File: src/rtl/pair_pkg.sv
// Package: shared operation-class encoding and default capability masks
// for the dual-issue pairing check.
package pair_pkg;

    localparam int OPC_W   = 3;
    localparam int NUM_OPC = 1 << OPC_W;

    typedef enum logic [OPC_W-1:0] {
        OPC_ALU    = 3'd0,
        OPC_SHIFT  = 3'd1,
        OPC_LOAD   = 3'd2,
        OPC_STORE  = 3'd3,
        OPC_BRANCH = 3'd4,
        OPC_MUL    = 3'd5,
        OPC_DIV    = 3'd6,
        OPC_SYS    = 3'd7
    } opc_e;

    // Classes that the second pipe is able to execute.
    localparam logic [NUM_OPC-1:0] P1_CAP_DEFAULT  = 8'b0000_1111;
    // Classes that occupy both pipes.
    localparam logic [NUM_OPC-1:0] DUAL_USE_DEFAULT = 8'b1100_0000;

endpackage

File: src/rtl/pair_op_caps.sv
// Module: pair_op_caps
// Looks up the pipe capabilities of one operation class.
// Assumes: one mask bit per class code, indexed by the code.
module pair_op_caps
    import pair_pkg::*;
#(
    parameter logic [NUM_OPC-1:0] P1_MASK   = P1_CAP_DEFAULT,
    parameter logic [NUM_OPC-1:0] DUAL_MASK = DUAL_USE_DEFAULT
) (
    input  opc_e op_i,
    output logic p1_ok_o,
    output logic dual_o
);

    // Mask lookup for the second-pipe capability and the both-pipe use.
    always_comb begin
        p1_ok_o = P1_MASK[op_i];
        dual_o  = DUAL_MASK[op_i];
    end

endmodule

File: src/rtl/pair_hazard_cmp.sv
// Module: pair_hazard_cmp
// Compares register indices of the older and younger instruction to find
// read-after-write and write-after-write conflicts.
// Assumes: indices only, no operand values; when ZERO_HARD is set, index 0
// is a constant register and never forms a conflict.
module pair_hazard_cmp #(
    parameter int REG_W     = 5,
    parameter int NSRC      = 2,
    parameter bit ZERO_HARD = 1'b1
) (
    input  logic [REG_W-1:0]      older_rd_i,
    input  logic [REG_W-1:0]      younger_rd_i,
    input  logic [NSRC*REG_W-1:0] younger_src_i,
    output logic                  raw_o,
    output logic                  waw_o
);

    logic              rd_real;
    logic [NSRC-1:0]   src_hit;

    // Decide whether the older destination is a register that can carry data.
    always_comb begin
        rd_real = !ZERO_HARD || (older_rd_i != '0);
    end

    // One comparator for each source of the younger instruction.
    for (genvar s = 0; s < NSRC; s++) begin : g_src
        always_comb begin
            src_hit[s] = rd_real &&
                         (younger_src_i[s*REG_W +: REG_W] == older_rd_i);
        end
    end

    // Reduce the source hits and check for a shared destination.
    always_comb begin
        raw_o = |src_hit;
        waw_o = rd_real && (younger_rd_i == older_rd_i);
    end

endmodule

File: src/rtl/pair_slot_sel.sv
// Module: pair_slot_sel
// Chooses which instructions fill the older and younger positions this
// cycle: the captured instruction during a replay, else slot A then slot B,
// with slot B moved up when slot A is empty.
// Assumes: the valid flag is the top bit of each slot vector.
module pair_slot_sel #(
    parameter int SLOT_W = 19
) (
    input  logic              replay_i,
    input  logic [SLOT_W-1:0] held_i,
    input  logic [SLOT_W-1:0] a_i,
    input  logic [SLOT_W-1:0] b_i,
    output logic [SLOT_W-1:0] older_o,
    output logic [SLOT_W-1:0] younger_o
);

    localparam int VLD = SLOT_W - 1;

    // Position selection with replay priority and compaction.
    always_comb begin
        older_o   = '0;
        younger_o = '0;
        if (replay_i) begin
            older_o = held_i;
        end else if (a_i[VLD]) begin
            older_o   = a_i;
            younger_o = b_i;
        end else begin
            older_o = b_i;
        end
    end

endmodule

File: src/rtl/dual_issue_pair.sv
// Module: dual_issue_pair (top)
// Decides each cycle whether two decoded instructions can issue together
// on two pipes. The older one always uses pipe 0; the younger one is
// captured and replayed alone when pairing is refused.
// Assumes: decode does not advance while replay_o or stall_i is high.
module dual_issue_pair
    import pair_pkg::*;
#(
    parameter int                 REG_W     = 5,
    parameter logic [NUM_OPC-1:0] P1_MASK   = P1_CAP_DEFAULT,
    parameter logic [NUM_OPC-1:0] DUAL_MASK = DUAL_USE_DEFAULT,
    parameter bit                 ZERO_HARD = 1'b1
) (
    input  logic             clk,
    input  logic             rst_n,
    input  logic             stall_i,
    input  logic             a_valid_i,
    input  logic [OPC_W-1:0] a_op_i,
    input  logic [REG_W-1:0] a_rd_i,
    input  logic [REG_W-1:0] a_rs1_i,
    input  logic [REG_W-1:0] a_rs2_i,
    input  logic             b_valid_i,
    input  logic [OPC_W-1:0] b_op_i,
    input  logic [REG_W-1:0] b_rd_i,
    input  logic [REG_W-1:0] b_rs1_i,
    input  logic [REG_W-1:0] b_rs2_i,
    output logic             issue0_o,
    output logic             issue1_o,
    output logic             hold_o,
    output logic             replay_o,
    output logic [OPC_W-1:0] p0_op_o,
    output logic [REG_W-1:0] p0_rd_o,
    output logic [REG_W-1:0] p0_rs1_o,
    output logic [REG_W-1:0] p0_rs2_o,
    output logic [OPC_W-1:0] p1_op_o,
    output logic [REG_W-1:0] p1_rd_o,
    output logic [REG_W-1:0] p1_rs1_o,
    output logic [REG_W-1:0] p1_rs2_o
);

    localparam int NSRC = 2;

    typedef struct packed {
        logic             vld;
        opc_e             op;
        logic [REG_W-1:0] rd;
        logic [REG_W-1:0] rs1;
        logic [REG_W-1:0] rs2;
    } slot_t;

    localparam int SLOT_W = $bits(slot_t);

    slot_t a_s, b_s, held_q, older_s, younger_s;
    logic  replay_q;
    logic  old_p1_ok, old_dual, yng_p1_ok, yng_dual;
    logic  raw_w, waw_w;
    logic  both_vld, pair_ok, hold_w;

    // Pack the input slots.
    always_comb begin
        a_s = '{vld: a_valid_i, op: opc_e'(a_op_i), rd: a_rd_i,
                rs1: a_rs1_i, rs2: a_rs2_i};
        b_s = '{vld: b_valid_i, op: opc_e'(b_op_i), rd: b_rd_i,
                rs1: b_rs1_i, rs2: b_rs2_i};
    end

    pair_slot_sel #(.SLOT_W(SLOT_W)) u_sel (
        .replay_i  (replay_q),
        .held_i    (held_q),
        .a_i       (a_s),
        .b_i       (b_s),
        .older_o   (older_s),
        .younger_o (younger_s)
    );

    pair_op_caps #(.P1_MASK(P1_MASK), .DUAL_MASK(DUAL_MASK)) u_caps_old (
        .op_i    (older_s.op),
        .p1_ok_o (old_p1_ok),
        .dual_o  (old_dual)
    );

    pair_op_caps #(.P1_MASK(P1_MASK), .DUAL_MASK(DUAL_MASK)) u_caps_yng (
        .op_i    (younger_s.op),
        .p1_ok_o (yng_p1_ok),
        .dual_o  (yng_dual)
    );

    pair_hazard_cmp #(.REG_W(REG_W), .NSRC(NSRC), .ZERO_HARD(ZERO_HARD)) u_haz (
        .older_rd_i    (older_s.rd),
        .younger_rd_i  (younger_s.rd),
        .younger_src_i ({younger_s.rs2, younger_s.rs1}),
        .raw_o         (raw_w),
        .waw_o         (waw_w)
    );

    // Pairing decision: independent, pipe-1 capable, no both-pipe class.
    always_comb begin
        both_vld = older_s.vld && younger_s.vld;
        pair_ok  = both_vld && yng_p1_ok && !old_dual && !yng_dual &&
                   !raw_w && !waw_w;
        hold_w   = !stall_i && both_vld && !pair_ok;
    end

    // Issue enables and pipe payloads.
    always_comb begin
        issue0_o = !stall_i && older_s.vld;
        issue1_o = !stall_i && pair_ok;
        hold_o   = hold_w;
        replay_o = replay_q;
        p0_op_o  = older_s.op;
        p0_rd_o  = older_s.rd;
        p0_rs1_o = older_s.rs1;
        p0_rs2_o = older_s.rs2;
        p1_op_o  = younger_s.op;
        p1_rd_o  = younger_s.rd;
        p1_rs1_o = younger_s.rs1;
        p1_rs2_o = younger_s.rs2;
    end

    // Capture a refused younger instruction; release it once replayed.
    always_ff @(posedge clk) begin
        if (!rst_n) begin
            held_q   <= '0;
            replay_q <= 1'b0;
        end else if (!stall_i) begin
            if (hold_w) begin
                held_q   <= younger_s;
                replay_q <= 1'b1;
            end else if (replay_q) begin
                held_q   <= '0;
                replay_q <= 1'b0;
            end
        end
    end

endmodule

File: config.mk
export PLATFORM = sky130hd
export DESIGN_NAME = dual_issue_pair
export DESIGN_NICKNAME = d
export VERILOG_FILES = /design/src/rtl/pair_pkg.sv /design/src/rtl/pair_op_caps.sv /design/src/rtl/pair_hazard_cmp.sv /design/src/rtl/pair_slot_sel.sv /design/src/rtl/dual_issue_pair.sv
export SDC_FILE = /design/constraint.sdc
export NUM_CORES = 1
export LEC_CHECK = 0
export BUFFER_PORTS_ARGS = -buffer_cell sky130_fd_sc_hd__buf_4
export CORE_MARGIN = 8
export CORE_UTILIZATION = 42
export CTS_BUF_LIST = sky130_fd_sc_hd__clkbuf_4
export DETAILED_ROUTE_END_ITERATION = 10
export GPL_ROUTABILITY_DRIVEN = 0
export PLACE_DENSITY = 0.7
export SYNTH_ARGS = -nofsm -noshare
export SYNTH_HDL_FRONTEND = slang
export SYNTH_SLANG_ARGS = --single-unit
File: constraint.sdc
create_clock -name clk -period 5.68 [get_ports clk]
set_input_delay 0.568 -clock clk [delete_from_list [all_inputs] [get_ports clk]]
set_output_delay 0.568 -clock clk [all_outputs]
set_load 0.005 [all_outputs]
Word-level counts from Yosys, hierarchy flattened
Memory sizes are Yosys's and may differ from the RTL's.
Cells that the tools add are included.

operators by class
  $lt $le $gt $ge = 2
  eq/ne operators = 3
  multiplexer cells = 10
  bitwise gates (word level) = 1
  reduce and logical (&&, ||, !) cells = 23

operator list
  operator            count
  $mux 19             6
  $eq 5x5->1          3
  $logic_and 1x1->1   13
  $lt 3x4->1 const B  2
  $logic_not 1->1     6
  $reduce_bool 5->1   1
  $mux 1              4
  $reduce_and 2->1    1
  $reduce_bool 2->1   1
  $reduce_or 2->1     1
  $not 1->1           1

word-level totals
  register bits = 20
  ROM bits = 24
  input bits = 41
  output and inout bits = 40
  logic and storage cells = 48
  memories = 3

memories
  name              words  width  rd ports  clocked after Yosys merged registers in  write ports  line                RTL
  (name not given)  8      1      1         0                                        0            pair_op_caps.sv:17  p1_ok_o = P1_MASK[op_i];
  (name not given)  8      1      1         0                                        0            pair_op_caps.sv:18  dual_o = DUAL_MASK[op_i];
  (name not given)  8      1      1         0                                        0            pair_op_caps.sv:18

Longest topological paths before layout
  word-level depth = 13
  depth in mapped cells = 10

Modules after synthesis
Synthesis repeated with hierarchy kept, for this count alone.

second synthesis, totals
  cell total of the unflattened synthesis = 206
  area total of the unflattened synthesis = 1631.6 µm²

by module, submodules not included
  module           times used  cells each  area each (µm²)
  dual_issue_pair  1           94          889.6
  pair_slot_sel    1           84          543.0
  pair_hazard_cmp  1           24          178.9
  pair_op_caps     2           2           10.0

Least setup slack after synthesis
No wires, ideal clock.

  path kind = input to output
  start point = input port a_valid_i
  end point = output port hold_o
  data arrival time = 2.007 ns
  slack = 3.105 ns
  cell stages on the path = 7
  path buffers = 1
  path through = buf_6 and2_4 a211o_1 a22o_1 nor4b_4 nor4_4 nor2_2

between the ends
  word-level cells in the longest chain between the ends = 11

RTL lines
  what                                                  line                                    RTL
  start: declaration                                    dual_issue_pair.sv:17                   input logic a_valid_i,
  $mux 19                                               pair_slot_sel.sv:25                     end else if (a_i[VLD]) begin
  $mux 19                                               pair_slot_sel.sv:23                     if (replay_i) begin
  $mem_v2 8x1, on equally long branches                 n/a
  $mux 1, on equally long branches                      pair_op_caps.sv:17, pair_op_caps.sv:18
  $logic_and 1x1->1 or $logic_not 1->1 (tied branches)  dual_issue_pair.sv:99                   pair_ok = both_vld && yng_p1_ok && !old_dual && !yng_dual &&
  $logic_and 1x1->1 (3 in a row)                        dual_issue_pair.sv:99
  $logic_and 1x1->1                                     dual_issue_pair.sv:100                  !raw_w && !waw_w;
  $logic_not 1->1                                       dual_issue_pair.sv:101                  hold_w = !stall_i && both_vld && !pair_ok;
  $logic_and 1x1->1 (*)                                 dual_issue_pair.sv:101
  end: declaration                                      dual_issue_pair.sv:29                   output logic hold_o,

Mark *: on every way between the ends. The rest lies on a longest branch, timed or not. The select of a mux whose other input is x is not followed.

Worst setup path in the final report
Ends and elaborated chain as after synthesis.

==> results.sh <==
export IMPL_crit_required_ns=5.11
export IMPL_drc_errors=0
export IMPL_crit_path_start_kind="primary input"
export IMPL_critPathKind="primary input to output pin"
export IMPL_final_common_cell="buf_4"
export IMPL_cp_slowest_stage_delay_ns=0.64
export IMPL_ant_nets=0
export IMPL_vias_per_cell=5.479
export IMPL_worst_setup_path_end_kind="output pin"
export IMPL_start_util_pct=43.45
export IMPL_grt_pass1_vias=1879
export IMPL_synth_xor_area_share_pct=1.523
export IMPL_slew_viol_final=0
export IMPL_fmax_mhz=286.7
export IMPL_slowest_stage="nor2b_1"
export IMPL_crit_path_max_fanout=38
export IMPL_synth_simple_area_share_pct=28.86
export IMPL_io_buffers=80
export IMPL_yosys_mux_area_fraction_pct=9.282
export IMPL_finalPower_mw=0.4258
export IMPL_synthDistinctLibCells=48
export IMPL_reg2reg_depth=8
export IMPL_clkTransAtPathRegs_ns=0.13
export IMPL_crit_chain="buf_4 -> nor2b_1 -> buf_4 -> inv_1 -> o22ai_1 -> nor4_4 -> nor4_4 -> nor2_2 -> buf_4"
export IMPL_final_cell_mix="buf_4, nand2_1, dfxtp_1"
export IMPL_cts_sinks=20
export IMPL_period_needed_ns=3.488
export IMPL_synth_fa_ha_area_share_pct=0
export IMPL_vias=1863
export IMPL_cpMostUsedCell="buf_4"
export IMPL_dr_first_iter_drc_count=127
export IMPL_ctsResizeCount=0
export IMPL_post_cts_buffers=0
export IMPL_avgSynthCellArea_sq_um=7.951
export IMPL_grt_max_degree=47
export IMPL_syn_area_sq_mm=0.001725
export IMPL_syn_nets=258
export IMPL_routed_wl_um=5599
export IMPL_cts_tree="yes"
export IMPL_setup_viol=0
export IMPL_wl_per_cell_um=16.47
export IMPL_fin_crit_sh_pct=61.40
export IMPL_vdd_drop_max_mv=0.1034
export IMPL_power_density_mw_per_mm2=180.1
export IMPL_crit_buf_inv=4
export IMPL_ys_seq_area_share_pct=23.21
export IMPL_finalNetCount=332
export IMPL_hold_viol=0
export IMPL_rsz0062_at_grt="false"
export IMPL_max_cap_violations=0
export IMPL_die_x_um=80.10
export IMPL_cts_hold_buffers=0
export IMPL_root_buffer="clkbuf_4"
export IMPL_area_delta_synth_final_pct=36.98
export IMPL_rows=23
export IMPL_coreArea_sq_mm=0.003971
export IMPL_grt_usage_pct=17.24
export IMPL_status="finished, final reports clean"
export IMPL_synth_compound_area_share_pct=28.72
export IMPL_cts_inserted_buffers=3
export IMPL_worst_pin_slew_ns=0.7033
export IMPL_synth_top_family_by_area="simple AND/OR/NAND/NOR gates"
export IMPL_hp_class="flop to flop"
export IMPL_die_h_um=80.10
export IMPL_crit_cells=9
export IMPL_htreeDepth=1
export IMPL_ioPinCount=81
export IMPL_yosys_warnings=0
export IMPL_n_antenna_cell=0
export IMPL_cpLargestDelayFamily="simple AND/OR/NAND/NOR gates"
export IMPL_insertion_delay_ns=0.31
export IMPL_relSlewSlack_pct=53.01
export IMPL_antenna_found_initial=0
export IMPL_synth_edf_count=0
export IMPL_min_path_cells=1
export IMPL_setup_tns_final_ns=0
export IMPL_synth_flop_cell="dfxtp_1"
export IMPL_grt_pass1_wl_um=9025
export IMPL_crit_arrival_ns=2.92
export IMPL_syn_inst=217
export IMPL_synthArstFlopShare_pct=0
export IMPL_dieArea_sq_mm=0.006415
export IMPL_ys_seq_elements=20
export IMPL_clk_path_buf_depth=2
export IMPL_clock_skew_ns=0.001498
export IMPL_leakagePower_nw=1.092
export IMPL_grt_overflow=0
export IMPL_hpwl_um=4338
export IMPL_drt_pass1_iterations=4
export IMPL_drive_gt1_share_pct=33.10
[layout make-up]
type                    instances  area [sq um]
clock buffers                   3         22.52
clock inverters                 1         30.03
fillers                       392          1608
inverters                      14         52.55
multi-input cells             170          1180
flip-flops and latches         20         400.4
well taps                      50         62.56
repair buffers                 82         615.6
[where the power goes]
group          internal [mW]  switching (mW)  leakage (nW)
combinational         0.0798          0.0771         0.902
sequential             0.145         0.00238         0.162
clock                 0.0713          0.0501        0.0279
total                  0.296           0.130          1.09
[flip-flops by register name, summed over array words and instances (netlist names)]
signal and cells:
replay_o 1, held_q 19
[per-layer routing]
layer	wire, um	vias up	global-route usage (%)
met5	0	-	0
met3	561	2	5.022
met4	17	0	4.727
met1	2458	847	22.16
met2	2562	86	27.24
li1	-	928	-
[synthesized netlist by cell type, types with 2 or more instances]
| master | n | area, sq um |
|---|---|---|
| nand2_1 | 23 | 86.33 |
| dfxtp_1 | 20 | 400.4 |
| mux2i_1 | 16 | 160.2 |
| a22o_1 | 15 | 131.4 |
| nor2_1 | 15 | 56.30 |
| inv_1 | 14 | 52.55 |
| o21ai_0 | 14 | 70.07 |
| and2_1 | 13 | 81.33 |
| a21oi_1 | 10 | 50.05 |
| nand2b_1 | 6 | 37.54 |
| nor2b_1 | 6 | 37.54 |
| buf_6 | 5 | 56.30 |
| a311oi_1 | 4 | 35.03 |
| clkbuf_1 | 4 | 15.01 |
| nand3_1 | 4 | 20.02 |
| o22ai_1 | 4 | 25.02 |
| a211o_1 | 3 | 26.28 |
| xor2_1 | 3 | 26.28 |
| a221oi_1 | 2 | 17.52 |
| a311o_1 | 2 | 20.02 |
| buf_2 | 2 | 10.01 |
| nor3_1 | 2 | 10.01 |
| nor4_4 | 2 | 42.54 |
| nor4b_4 | 2 | 47.55 |
| o21ai_1 | 2 | 10.01 |
| or2_1 | 2 | 12.51 |
[logic make-up (layout without fill, tap and decap cells)]
kind of cell,after synthesis,after routing
simple gates,83,83
xor+xnor,3,3
mux,16,16
buf+inv,27,100
compound gates,68,68
flops,20,20
[worst paths after layout]
check                                              from  slack (ns)                 endpoint
worst min-delay path            held_q[18]$_SDFFE_PN0P_        0.46  held_q[18]$_SDFFE_PN0P_
worst max-delay path                          a_valid_i        2.19                   hold_o
worst min register to register  held_q[18]$_SDFFE_PN0P_        0.46  held_q[18]$_SDFFE_PN0P_
worst max register to register    replay_o$_SDFFE_PN0N_        2.79  held_q[15]$_SDFFE_PN0P_
[stage by stage]
| stage | instance area (sq um) | std cells | util [%] | hold slack, ns | worst slack (ns) |
|---|---|---|---|---|---|
| after floorplan | 1725 | 217 | - | 0.4205 | 3.105 |
| after global placement | 2311 | 336 | 58.19 | 0.4334 | 2.248 |
| after detailed placement | 2311 | 336 | 58.19 | 0.4347 | 2.207 |
| after CTS | 2364 | 340 | 59.51 | 0.4640 | 2.180 |
| after global routing | 2364 | 340 | 59.51 | 0.4642 | 1.911 |
| final | 2364 | 340 | 59.51 | 0.4635 | 2.192 |
No activity file was read; power rests on OpenSTA's default activity.
